===== src/rtl/uipi_pkg.sv =====
package uipi_pkg;
  typedef enum logic [1:0] {ST_IDLE, ST_ENTRY, ST_DESC, ST_WRITE} uipi_state_e;

  // target entry fields
  localparam int ENT_VALID  = 0;
  localparam int ENT_RSV_LO = 1;
  localparam int ENT_RSV_HI = 7;
  localparam int ENT_UV_LO  = 8;
  localparam int ENT_PTR_LO = 64;

  // descriptor fields
  localparam int DSC_OUT    = 0;
  localparam int DSC_SUP    = 1;
  localparam int DSC_RA_LO  = 2;
  localparam int DSC_RA_HI  = 15;
  localparam int DSC_VEC_LO = 16;
  localparam int DSC_RB_LO  = 24;
  localparam int DSC_RB_HI  = 31;
  localparam int DSC_DST_LO = 32;
  localparam int DSC_PIR_LO = 64;
endpackage


===== src/rtl/uipi_entry_check.sv =====
module uipi_entry_check
  import uipi_pkg::*;
#(
  parameter int ADDR_W = 64,
  parameter int UV_W   = 6
) (
  input  logic [ENT_UV_LO+UV_W-1:0] ent_lo,
  input  logic [ADDR_W-1:0]         ent_ptr,
  output logic                      ok,
  output logic [UV_W-1:0]           uv,
  output logic [ADDR_W-1:0]         desc_addr
);
  always_comb begin
    ok        = ent_lo[ENT_VALID] && (ent_lo[ENT_RSV_HI:ENT_RSV_LO] == '0);
    uv        = ent_lo[ENT_UV_LO +: UV_W];
    desc_addr = ent_ptr;
  end
endmodule


===== src/rtl/uipi_desc_update.sv =====
module uipi_desc_update
  import uipi_pkg::*;
#(
  parameter int LINE_W = 128,
  parameter int UV_W   = 6,
  parameter int VEC_W  = 8,
  parameter int DST_W  = 32
) (
  input  logic [LINE_W-1:0] line,
  input  logic [UV_W-1:0]   uv,
  output logic              ok,
  output logic              notify,
  output logic [LINE_W-1:0] new_line,
  output logic [VEC_W-1:0]  nvec,
  output logic [DST_W-1:0]  ndst
);
  localparam int PIR_N = 1 << UV_W;

  logic [PIR_N-1:0] pir_old, pir_new;
  assign pir_old = line[DSC_PIR_LO +: PIR_N];

  for (genvar i = 0; i < PIR_N; i++) begin : g_post
    assign pir_new[i] = pir_old[i] | (uv == UV_W'(i));
  end

  always_comb begin
    ok       = (line[DSC_RA_HI:DSC_RA_LO] == '0) && (line[DSC_RB_HI:DSC_RB_LO] == '0);
    notify   = !line[DSC_SUP] && !line[DSC_OUT];
    new_line = {pir_new, line[DSC_PIR_LO-1:DSC_OUT+1], line[DSC_OUT] | notify};
    nvec     = line[DSC_VEC_LO +: VEC_W];
    ndst     = line[DSC_DST_LO +: DST_W];
  end
endmodule


===== src/rtl/uipi_ipi_format.sv =====
module uipi_ipi_format #(
  parameter int DST_W    = 32,
  parameter int LEG_LO   = 8,
  parameter int LEG_W    = 8
) (
  input  logic             wide_mode,
  input  logic [DST_W-1:0] ndst,
  output logic [DST_W-1:0] dest
);
  logic [DST_W-1:0] legacy;
  if (DST_W > LEG_W) begin : g_ext
    assign legacy = {{(DST_W-LEG_W){1'b0}}, ndst[LEG_LO +: LEG_W]};
  end else begin : g_nrw
    assign legacy = ndst[LEG_LO +: DST_W];
  end
  assign dest = wide_mode ? ndst : legacy;
endmodule


===== src/rtl/uipi_sender.sv =====
module uipi_sender
  import uipi_pkg::*;
#(
  parameter int ADDR_W = 64,
  parameter int IDX_W  = 64,
  parameter int LINE_W = 128,
  parameter int UV_W   = 6,
  parameter int VEC_W  = 8,
  parameter int DST_W  = 32
) (
  input  logic              clk,
  input  logic              rst,
  input  logic              req_valid,
  input  logic [IDX_W-1:0]  req_index,
  input  logic [ADDR_W-1:0] tbl_base,
  input  logic [IDX_W-1:0]  tbl_size,
  input  logic              feat_en,
  input  logic              tt_en,
  input  logic              apic_x2,
  output logic              busy,
  output logic              mem_req,
  output logic              mem_we,
  output logic              mem_lock,
  output logic [ADDR_W-1:0] mem_addr,
  output logic [LINE_W-1:0] mem_wdata,
  input  logic              mem_ack,
  input  logic [LINE_W-1:0] mem_rdata,
  output logic              done,
  output logic              fault_gp,
  output logic              fault_ud,
  output logic              ipi_valid,
  output logic [VEC_W-1:0]  ipi_vector,
  output logic [DST_W-1:0]  ipi_dest
);
  localparam int ENT_SHIFT = $clog2(LINE_W / 8);

  uipi_state_e       state;
  logic [UV_W-1:0]   uv_q;
  logic              x2_q, notify_q;
  logic [VEC_W-1:0]  nvec_q;
  logic [DST_W-1:0]  ndst_q;

  logic [ADDR_W-1:0] entry_addr;
  logic              ent_ok, dsc_ok, dsc_notify;
  logic [UV_W-1:0]   ent_uv;
  logic [ADDR_W-1:0] ent_daddr;
  logic [LINE_W-1:0] dsc_new;
  logic [VEC_W-1:0]  dsc_vec;
  logic [DST_W-1:0]  dsc_dst, fmt_dest;

  assign entry_addr = tbl_base + (ADDR_W'(req_index) << ENT_SHIFT);
  assign busy       = (state != ST_IDLE);

  uipi_entry_check #(.ADDR_W(ADDR_W), .UV_W(UV_W)) u_ent (
    .ent_lo    (mem_rdata[ENT_UV_LO+UV_W-1:0]),
    .ent_ptr   (mem_rdata[ENT_PTR_LO +: ADDR_W]),
    .ok        (ent_ok),
    .uv        (ent_uv),
    .desc_addr (ent_daddr)
  );

  uipi_desc_update #(.LINE_W(LINE_W), .UV_W(UV_W), .VEC_W(VEC_W), .DST_W(DST_W)) u_dsc (
    .line     (mem_rdata),
    .uv       (uv_q),
    .ok       (dsc_ok),
    .notify   (dsc_notify),
    .new_line (dsc_new),
    .nvec     (dsc_vec),
    .ndst     (dsc_dst)
  );

  uipi_ipi_format #(.DST_W(DST_W)) u_fmt (
    .wide_mode (x2_q),
    .ndst      (ndst_q),
    .dest      (fmt_dest)
  );

  always_ff @(posedge clk) begin
    if (rst) begin
      state      <= ST_IDLE;
      mem_req    <= 1'b0;
      mem_we     <= 1'b0;
      mem_lock   <= 1'b0;
      mem_addr   <= '0;
      mem_wdata  <= '0;
      done       <= 1'b0;
      fault_gp   <= 1'b0;
      fault_ud   <= 1'b0;
      ipi_valid  <= 1'b0;
      ipi_vector <= '0;
      ipi_dest   <= '0;
      uv_q       <= '0;
      x2_q       <= 1'b0;
      notify_q   <= 1'b0;
      nvec_q     <= '0;
      ndst_q     <= '0;
    end else begin
      done      <= 1'b0;
      fault_gp  <= 1'b0;
      fault_ud  <= 1'b0;
      ipi_valid <= 1'b0;
      unique case (state)
        ST_IDLE: if (req_valid) begin
          x2_q <= apic_x2;
          if (!(feat_en && tt_en)) begin
            fault_ud <= 1'b1;
          end else if (req_index > tbl_size) begin
            fault_gp <= 1'b1;
          end else begin
            mem_req  <= 1'b1;
            mem_we   <= 1'b0;
            mem_lock <= 1'b0;
            mem_addr <= entry_addr;
            state    <= ST_ENTRY;
          end
        end
        ST_ENTRY: if (mem_ack) begin
          if (!ent_ok) begin
            mem_req  <= 1'b0;
            fault_gp <= 1'b1;
            state    <= ST_IDLE;
          end else begin
            uv_q     <= ent_uv;
            mem_addr <= ent_daddr;
            mem_lock <= 1'b1;
            state    <= ST_DESC;
          end
        end
        ST_DESC: if (mem_ack) begin
          if (!dsc_ok) begin
            mem_req  <= 1'b0;
            mem_lock <= 1'b0;
            fault_gp <= 1'b1;
            state    <= ST_IDLE;
          end else begin
            mem_we    <= 1'b1;
            mem_wdata <= dsc_new;
            notify_q  <= dsc_notify;
            nvec_q    <= dsc_vec;
            ndst_q    <= dsc_dst;
            state     <= ST_WRITE;
          end
        end
        ST_WRITE: if (mem_ack) begin
          mem_req   <= 1'b0;
          mem_we    <= 1'b0;
          mem_lock  <= 1'b0;
          done      <= 1'b1;
          ipi_valid <= notify_q;
          if (notify_q) begin
            ipi_vector <= nvec_q;
            ipi_dest   <= fmt_dest;
          end
          state <= ST_IDLE;
        end
        default: state <= ST_IDLE;
      endcase
    end
  end


  lock_on_write_chk: assert property (@(posedge clk) disable iff (rst)
    (mem_req && mem_we) |-> mem_lock);

  lock_free_done_chk: assert property (@(posedge clk) disable iff (rst)
    done |-> !mem_lock && !mem_req);

  lock_free_fault_chk: assert property (@(posedge clk) disable iff (rst)
    fault_gp |-> !mem_lock);

  req_hold_chk: assert property (@(posedge clk) disable iff (rst)
    (mem_req && !mem_ack) |=> (mem_req && $stable(mem_addr) && $stable(mem_we)));

  one_outcome_chk: assert property (@(posedge clk) disable iff (rst)
    $onehot0({done, fault_gp, fault_ud}));

  ipi_with_done_chk: assert property (@(posedge clk) disable iff (rst)
    ipi_valid |-> done);

  ud_idle_chk: assert property (@(posedge clk) disable iff (rst)
    fault_ud |-> (!busy && !mem_req));

  narrow_dest_chk: assert property (@(posedge clk) disable iff (rst)
    (ipi_valid && !x2_q) |-> (ipi_dest[DST_W-1:8] == '0));
endmodule


===== config.mk =====
export PLATFORM = sky130hd
export DESIGN_NAME = uipi_sender
export DESIGN_NICKNAME = d
export VERILOG_FILES = /design/src/rtl/uipi_pkg.sv /design/src/rtl/uipi_entry_check.sv /design/src/rtl/uipi_desc_update.sv /design/src/rtl/uipi_ipi_format.sv /design/src/rtl/uipi_sender.sv
export SDC_FILE = /design/constraint.sdc
export NUM_CORES = 1
export LEC_CHECK = 0
export ABC_AREA = 1
export BUFFER_PORTS_ARGS = -buffer_cell sky130_fd_sc_hd__buf_4
export CAP_MARGIN = 0
export CORE_AREA = 2 2 220 222
export DETAILED_ROUTE_END_ITERATION = 16
export DIE_AREA = 0 0 222 224
export GPL_TIMING_DRIVEN = 0
export SLEW_MARGIN = 0
export SYNTH_ARGS = -nofsm -noshare
export SYNTH_HDL_FRONTEND = slang
export SYNTH_SLANG_ARGS = --single-unit

===== constraint.sdc =====
create_clock -name clk -period 2.95 [get_ports clk]
set_clock_uncertainty 0.2 [all_clocks]
set_input_delay 0.59 -clock clk [delete_from_list [all_inputs] [get_ports clk]]
set_output_delay 0.59 -clock clk [all_outputs]
set_load 0.01 [all_outputs]

== Word-level counts from Yosys, hierarchy flattened ==
Index checks and enable logic that the tools add are counted.
Storage, ports and cells
  bits in registers: 289
  bits of input ports: 327
  output and inout port bits: 240
Operators by class
  $add $sub $neg: 1
  order comparisons: 1
  eq/ne operators: 76
  multiplexer cells: 44
  bitwise gates (word level): 69
  reductions and logical operators: 26
Operators with widths (number)
  64-bit two-way mux: 5
  6-bit == test, second input constant: 32
  64-bit case mux with 2 select lines: 1
  6-bit by 5-bit == test with 1-bit output, second input constant: 16
  1-bit bitwise OR: 65
  64-bit adder: 1
  64-bit greater-than comparator: 1
  6-bit by 4-bit == test with 1-bit output, second input constant: 8
  32-bit two-way mux: 1
  6-bit by 3-bit == test with 1-bit output, second input constant: 4
  1-bit two-way mux: 24
  2-bit != test, second input constant: 10
  2-bit two-way mux: 8
  8-bit AND reduction: 2
  14-bit zero test: 1
  6-bit by 2-bit == test with 1-bit output, second input constant: 2
  6-bit AND reduction: 2
  3-bit AND reduction: 3
  8-bit zero test: 1
  1-bit case mux with 4 select lines: 2
  2-bit case mux with 4 select lines: 1
  7-bit zero test: 1
  7-bit AND reduction: 1
  6-bit by 1-bit == test with 1-bit output, second input constant: 1
  13 further kinds: 24

== Depth between registers and ports, before layout ==
Gate-level depths: netlist (run 1).
  depth after elaboration: 5
  depth in mapped cells: 23
  mapped depth without buffers: 22

== Cells and area by module ==
From an unflattened synthesis (run 1), not the netlist that was laid out.
Unflattened totals
  cell total of the unflattened synthesis: 3087
  area total of the unflattened synthesis: 19829.0 um2
By module, submodules not included
  uipi_sender: times used 1, cells each 2703, area each 17424.2 um2, seq. area each 5785.5 um2
  uipi_desc_update: times used 1, cells each 229, area each 1514.0 um2, seq. area each 0.0 um2
  uipi_entry_check: times used 1, cells each 78, area each 555.5 um2, seq. area each 0.0 um2
  uipi_ipi_format: times used 1, cells each 77, area each 335.3 um2, seq. area each 0.0 um2

== Least setup slack after synthesis (run 1) ==
Ideal clock, no wire load.
  path kind: input to register
  from: input req_index[0]
  to: register mem_addr[36]
  setup time: 115 ps
  arrival time: 2283 ps
  setup slack: 352 ps
  stages on the path: 17
  buffers on the path: 0
  cells stage by stage: ha_1 inv_1 fa_1 inv_1 nand3_1 nand3_1 nand2_1 nand2_1 nand3_1 nand2_1 nand2_1 nand2_1 nor2_1 o21ai_0 nand3_1 nand2_1 a21oi_2
Between the ends
  word-level cells in the longest chain between the ends: 5
  elaborated cells on any way between the ends: 8
  those cells by class: add/sub (1); order compare (1); eq/ne (1); mux (4); reduce/logical (1)
Ends and longest elaborated chain
  start, declared: line uipi_sender.sv:14  | input logic [IDX_W-1:0] req_index,
  64-bit adder: line uipi_sender.sv:51  | assign entry_addr = tbl_base + (ADDR_W'(req_index) << ENT_SHIFT);
  64-bit two-way mux: line uipi_sender.sv:107  | end else if (req_index > tbl_size) begin
  64-bit two-way mux: line uipi_sender.sv:105  | if (!(feat_en && tt_en)) begin
  64-bit two-way mux: line uipi_sender.sv:103  | ST_IDLE: if (req_valid) begin
  64-bit case mux with 2 select lines: line uipi_sender.sv:102  | unique case (state)
  end signal, assigned: line uipi_sender.sv:113  | mem_addr <= entry_addr;
  end signal, assigned: line uipi_sender.sv:124  | mem_addr <= ent_daddr;
  end, declared: line uipi_sender.sv:24  | output logic [ADDR_W-1:0] mem_addr,
Several ways; a longest one is shown, not always the timed one. The select of a mux whose other input is x is not followed.
A chain may end at the register's enable or synchronous reset.

== Worst setup path in the final report (run 1) ==
  from: input req_index[0]
  to: register mem_addr[44]
Same word-level chain as after synthesis.

==> results of run 1 <==
==> sequential cells by signal (all words and copies together) (netlist names) <==
signal      count
uv_q            6
done            1
ipi_valid       1
mem_lock        1
ipi_vector      8
mem_we          1
fault_gp        1
state           2
mem_wdata     128
mem_req         1
ipi_dest       32
mem_addr       64
fault_ud        1
x2_q            1
notify_q        1
==> placed cells by master (no fill, tap or decap), types with 14 or more instances in the layout <==
cell / count
a21oi_2: 27
clkbuf_16: 28
inv_1: 479
a211oi_1: 31
a21oi_1: 198
ha_1: 127
o21ai_0: 191
nand2_1: 682
clkbuf_1: 80
nand3_1: 161
nor2_1: 312
dfxtp_1: 249
buf_4: 568
nand3b_1: 33
a31oi_1: 32
nor4_1: 20
nor3_1: 14
xor2_1: 20
nand4_1: 36
==> synthesized netlist by cell type (all sizes together) <==
library cell	count	area (sq um)
nor3	15	80.08
ha	127	1589
a21o	3	22.52
mux2i	6	60.06
o21ai	192	960.9
o21bai	8	60.06
clkbuf	82	307.8
xnor2	4	35.03
nand4	36	225.2
o211a	1	10.01
or3b	1	8.760
o22ai	1	6.260
dfxtp	249	4985
nand3b	33	247.7
inv	480	1802
nor4	20	125.1
and3	1	6.260
a211oi	31	232.7
nand2	685	2576
buf	21	145.2
xor2	20	175.2
a21oi	225	1227
or2	4	25.02
and2	1	6.260
nand3	161	805.8
fa	1	20.02
a31oi	32	200.2
o21a	4	30.03
clkinv	1	3.750
nor2	314	1181
==> report_power, final <==
part | internal, mW | leakage (nW) | switching (mW)
logic | 1.04 | 9.67 | 1.71
registers | 3.46 | 2.01 | 0.0556
clock network | 1.95 | 0.448 | 1.51
==> timing repair <==
action | in CTS | in global routing
gates resized for setup | 2 | 15
endpoints found under the setup margin | 60 | 62
buffers inserted | 2 | 0
cloned | 0 | 0
pin swaps | 1 | 1
==> final cells by class <==
cell class	instances	area (sq um)
fillers	5000	24220
plain buffers	103	462.9
clock inverters	9	76.32
flip-flops and latches	249	4985
diodes	4	10.01
repair buffers	567	4257
clock buffers	41	829.5
multi-input cells	1926	9927
well taps	615	769.5
inverters	481	1805
==> kinds of logic (layout without fill, tap and decap cells) <==
family                   after synthesis  in the layout
buffers and inverters                584           1201
XOR/XNOR                              24             24
flip-flops                           249            249
AND/OR/NAND/NOR                     1271           1271
adder cells (fa/ha/maj)              128            128
AO/OA/AOI/OAI                        497            497
multiplexers                           6              6
other                                  0              4
==> routing by layer <==
layer | vias to the layer above | GRT usage, %
met5 | - | 0
met4 | 0 | 9.961
met3 | 126 | 3.633
met2 | 803 | 54.10
met1 | 9491 | 38.76
li1 | 10000 | -
==> how the worst min path moves through the flow <==
stage | startpoint | end | cells after the start
finish | mem_rdata[50] | mem_wdata[50]$_SDFFE_PP0P_ | 3
CTS | mem_rdata[19] | mem_wdata[19]$_SDFFE_PP0P_ | 3
detailed placement | ipi_vector[2]$_SDFFE_PP0P_ | ipi_vector[2]$_SDFFE_PP0P_ | 2
floorplan | ipi_vector[2]$_SDFFE_PP0P_ | ipi_vector[2]$_SDFFE_PP0P_ | 2
global route | mem_rdata[57] | mem_wdata[57]$_SDFFE_PP0P_ | 3
global placement | ipi_vector[0]$_SDFFE_PP0P_ | ipi_vector[0]$_SDFFE_PP0P_ | 2
==> worst register-to-register path, stage by stage, from the launching register on <==
cell and delay, ns:
dfxtp_1 0.38, inv_1 0.08, ha_1 0.17, clkbuf_1 0.21
inv_1 0.17, o21ai_0 0.15, nor2_2 0.48, buf_1 0.44
nand4_1 0.25, a21oi_1 0.18
==> through the flow <==
step / hold WS [ns] / cell area (sq um) / cells / util (%)
after floorplan: 0.2677 / 17160 / 2759 / -
after global placement: 0.2366 / 22170 / 3939 / 46.83
after detailed placement: 0.2389 / 22170 / 3939 / 46.83
after CTS: 0.01354 / 23100 / 3991 / 48.78
after global routing: 0.02858 / 23120 / 3995 / 48.84
final: 0.03478 / 23120 / 3995 / 48.84
==> flow_summary.toml, run 1 <==
[floorplan]
die-area_sq_um = 49730
design.core.area_sq_um = 47350
io_pins = 567
die_x_um = 222
rows = 80
start_util_pct = 36.24
die_h_um = 224

[routing]
vias = 20420
drt-vias-per-instance = 5.111
drt-total-wl_um = 79800
dr_wl_met3_um = 4710
drt-met1-wl_um = 34280
ant_nets = 0
top_layer = "met4"
firstDrtPassIters = 6
wl_per_cell_um = 19.98
drc = 0
drt_iter0_drc = 1428
met2_length_um = 38220

[global_route]
grt_pass1_wl_um = 116700
track_usage_pct = 30.63
antenna_found_initial = 4
grt_max_degree = 16
grt_pass1_vias = 19500
globalRouteOverflowTotal = 0

[worst_setup_path]
required_ns = 3.27
critPathTopFamily = "simple AND/OR/NAND/NOR gates"
crit_top_cell = "nor2_1"
slowest_delay_ns = 0.40
crit_path_cell_trace = "buf_4 -> ha_1 -> inv_1 -> fa_1 -> inv_1 -> nand3_1 -> nand3_1 -> nand2_1 -> nand2_1 -> nand4_1 -> nand2_1 -> a21oi_1 -> nor2_1 -> nor2_1 -> a21oi_1 -> nor2_1 -> nor2_1"
worstSetupStartpointType = "input pin"
r2r_cells = 9
r2r-start = "state[1]$_SDFFE_PP0P_"
endpoint = "mem_addr[44]$_SDFFE_PP0P_"
cp-startpoint = "req_index[0]"
cpMaxStageDelayCell = "fa_1"
path_buf_inv = 3
critPathMaxFanout = 4
ff2ff_setup_slack_ns = 0.16
criticalPathCategory = "input pin to register"
reg2reg_to = "mem_addr[53]$_SDFFE_PP0P_"
arrival_ns = 3.16
crit_cells = 17
cp-end-kind = "register"

[run]
cap_viol_max_count = 0

[placement]
port_buffers = 565
dp_slack_ns = -0.7881
gp_congestion = 0.9471
dp_hpwl_um = 68200

[clock_network]
insertion_delay_ns = 0.58
cts_buffer_depth = 3
cts_buffers = 28
root_buffer = "clkbuf_16"
cts_tree = "done"
cts.sinks = 249
cts_hold_buffers = 0
cts-htree-levels = 1
cts.clk_slew.worst_paths_ns = 0.06

[power]
peakVddDrop_mv = 0.3859
finalPower_mw = 9.726
p_leak_nw = 12.13
power_per_cell_area_nw_per_um2 = 420.6

[synthesis]
synth_simple_gate_area_share_pct = 30.81
ys_warn_count = 0
synth.distinct_cells = 38
synth_fa_ha_area_share_pct = 9.377
synth_top_family_by_area = "simple AND/OR/NAND/NOR gates"
netlist_area_sq_um = 17160
synthesis.nets = 3214
netlist_instances = 2759
avgSynthCellArea_sq_um = 6.220
ys_seq_elements = 249
synth_compound_area_share_pct = 16.03
seq_area_frac_synth_pct = 29.05
synth.area.mux_share_pct = 0.3500
post_synth_xor_area_fraction_pct = 1.225

[timing]
period_minus_slack_ns = 2.843
fmax_ghz = 0.3517
tns_ns = 0
hold_viol = 0
fin_crit_sh_pct = 96.37
grt_setup_unrepaired = "false"
tightest_slew_ns = 1.074
setup_viol = 0
report.final.slew_viol_count = 0
slew_headroom_pct = 28.13
finalWorstSetupSlack_ns = 0.1070

[cells_and_area]
final_nets = 3811
area_delta_synth_final_pct = 34.74
layout-drive-gt1-share_pct = 19.93

[status]
status = "completed"

[worst_hold_path]
hp-class = "input pin to register"
Power figures use the tool's default switching activity.
==> run 2: changes to the inputs <==
CORE_AREA = 2 2 243 245   (was 2 2 220 222)
DIE_AREA = 0 0 245 247   (was 0 0 222 224)
==> run 2 against run 1 <==
Compared with the run above: register-to-register slack is essentially flat; count of clock-buffer cells in the layout shrank 3; sequential share of layout area shrank 0.30 points; critical endpoint is now mem_addr[62]$_SDFFE_PP0P_.
==> flow_summary.toml, run 2 (synthesized netlist as in run 1, its figures left out) <==
[global_route]
antenna_found_initial = 7
grt_max_degree = 16
track_usage_pct = 25.62
globalRouteOverflowTotal = 0
grt_pass1_vias = 18710
grt_pass1_wl_um = 116700

[worst_hold_path]
hold_start = "mem_rdata[58]"
whs_endpoint = "mem_wdata[58]$_SDFFE_PP0P_"
hold_depth = 3
hp-class = "input pin to register"

[worst_setup_path]
cp-end-kind = "register"
critPathMaxFanout = 10
required_ns = 3.19
r2r_cells = 9
ff2ff_setup_slack_ns = 0.15
worstSetupStartpointType = "register"
arrival_ns = 3.04
criticalPathCategory = "register to register"
reg2reg_to = "mem_addr[62]$_SDFFE_PP0P_"
r2r-start = "state[1]$_SDFFE_PP0P_"

[routing]
drt-total-wl_um = 81140
vias = 19870
drt-vias-per-instance = 4.784
firstDrtPassIters = 8
ant_nets = 0
drt_iter0_drc = 1410
drc = 0
wl_per_cell_um = 19.53

[floorplan]
die-area_sq_um = 60520
io_pins = 567
die_h_um = 247
die_x_um = 245
rows = 89
design.core.area_sq_um = 58240
start_util_pct = 29.46

[timing]
report.final.slew_viol_count = 0
fmax_ghz = 0.3573
finalWorstSetupSlack_ns = 0.1513
tightest_slew_ns = 1.123
whs_ns = 0.03095
grt_setup_unrepaired = "false"
fin_crit_sh_pct = 94.87
setup_viol = 0
hold_viol = 0
period_minus_slack_ns = 2.799
slew_headroom_pct = 25.14

[cells_and_area]
layout-drive-gt1-share_pct = 20.17
final_cell_mix = "nand2_1, buf_4, inv_1"
final_nets = 3811
reg_top3 = "mem_wdata: 128 flops, mem_addr: 64 flops, ipi_dest: 32 flops"
final_util_pct = 40.26
largest_register_ffs = 128
area_delta_synth_final_pct = 36.65
top_register = "mem_wdata"
layout_commonest_cell = "nand2_1"
design_area_sq_um = 23450
num-fill-cells = 6484

[power]
p_leak_nw = 12.19
peakVddDrop_mv = 0.3996
power_per_cell_area_nw_per_um2 = 432.7

[placement]
gp_congestion = 0.9457
port_buffers = 565
dp_slack_ns = -0.7803
dp_hpwl_um = 69380
placed_area_sq_um = 22370

[status]
status = "completed"

[clock_network]
cts_tree = "done"
insertion_delay_ns = 0.58
cts_buffer_depth = 3
cts.sinks = 249
root_buffer = "clkbuf_16"
cts_buffers = 28
cts.clk_slew.worst_paths_ns = 0.06
cts-htree-levels = 1
cts_hold_buffers = 0

[run]
cap_viol_max_count = 0
==> run 2: changes by cell type in the layout (fill, tap and decap cells not counted), moves of 2 or more <==
cell,delta
clkbuf_1,-2
clkinv_4,+2
o21ai_1,+2
o21ai_0,-2
bufinv_16,+4
==> run 2: area by class of cell <==
type                    count  area, sq um  area share, %
clock buffers              38        818.3          3.490
flip-flops and latches    249         4985          21.26
well taps                 773        967.2          4.125
multi-input cells        1926         9946          42.42
diodes                      4        10.01        0.04269
plain buffers             103        460.4          1.964
clock inverters            13        200.2         0.8537
inverters                 481         1805          7.700
repair buffers            567         4257          18.15
==> run 2: worst max-delay path by stage <==
stage,start,end,slack [ns]
after floorplan,req_index[0],mem_addr[36]$_SDFFE_PP0P_,0.35
after global placement,req_index[55],mem_addr[28]$_SDFFE_PP0P_,-0.80
after detailed placement,req_index[55],mem_addr[28]$_SDFFE_PP0P_,-0.78
after CTS,state[1]$_SDFFE_PP0P_,mem_addr[41]$_SDFFE_PP0P_,0.02
after global routing,state[0]$_SDFFE_PP0P_,mem_wdata[117]$_SDFFE_PP0P_,0.05
final,state[1]$_SDFFE_PP0P_,mem_addr[62]$_SDFFE_PP0P_,0.15
==> run 2: power by group <==
part / internal (mW) / switching [mW]
Sequential: 3.46 / 0.0541
Clock: 2.30 / 1.54
Combinational: 1.04 / 1.75
Total: 6.80 / 3.35
==> run 2: worst max-delay path, cell delays in order (launching register included) <==
cell and delay, ns:
dfxtp_1 0.39, inv_1 0.08, ha_1 0.18, clkbuf_1 0.24
inv_1 0.19, clkbuf_2 0.28, clkbuf_1 0.48, nand3_1 0.34
nand4_1 0.19, a21oi_1 0.08
==> run 2: repair_timing <==
action                                  in CTS  in global routing
pin swaps                                    1                  0
endpoints found under the setup margin      66                 38
gates resized for setup                      5                 15
setup buffers                                2                  0
==> run 2: metal layers <==
| metal | GRT usage, % | wire (um) | vias to the layer above |
|---|---|---|---|
| li1 | - | - | 10000 |
| met1 | 33.73 | 35780 | 9100 |
| met2 | 44.00 | 38350 | 677 |
| met3 | 3.495 | 5134 | 88 |
| met4 | 6.402 | 1848 | 4 |
| met5 | 0 | 27 | - |
==> run 2: stage by stage <==
stage,total power [mW],std cells,setup TNS (ns)
2_1_floorplan,5.066,2759,0
3_3_place_gp,6.337,4097,-58.86
3_5_place_dp,6.348,4097,-56.52
4_1_cts,10.18,4150,0
5_1_grt,10.61,4153,0
6_report,10.15,4154,0
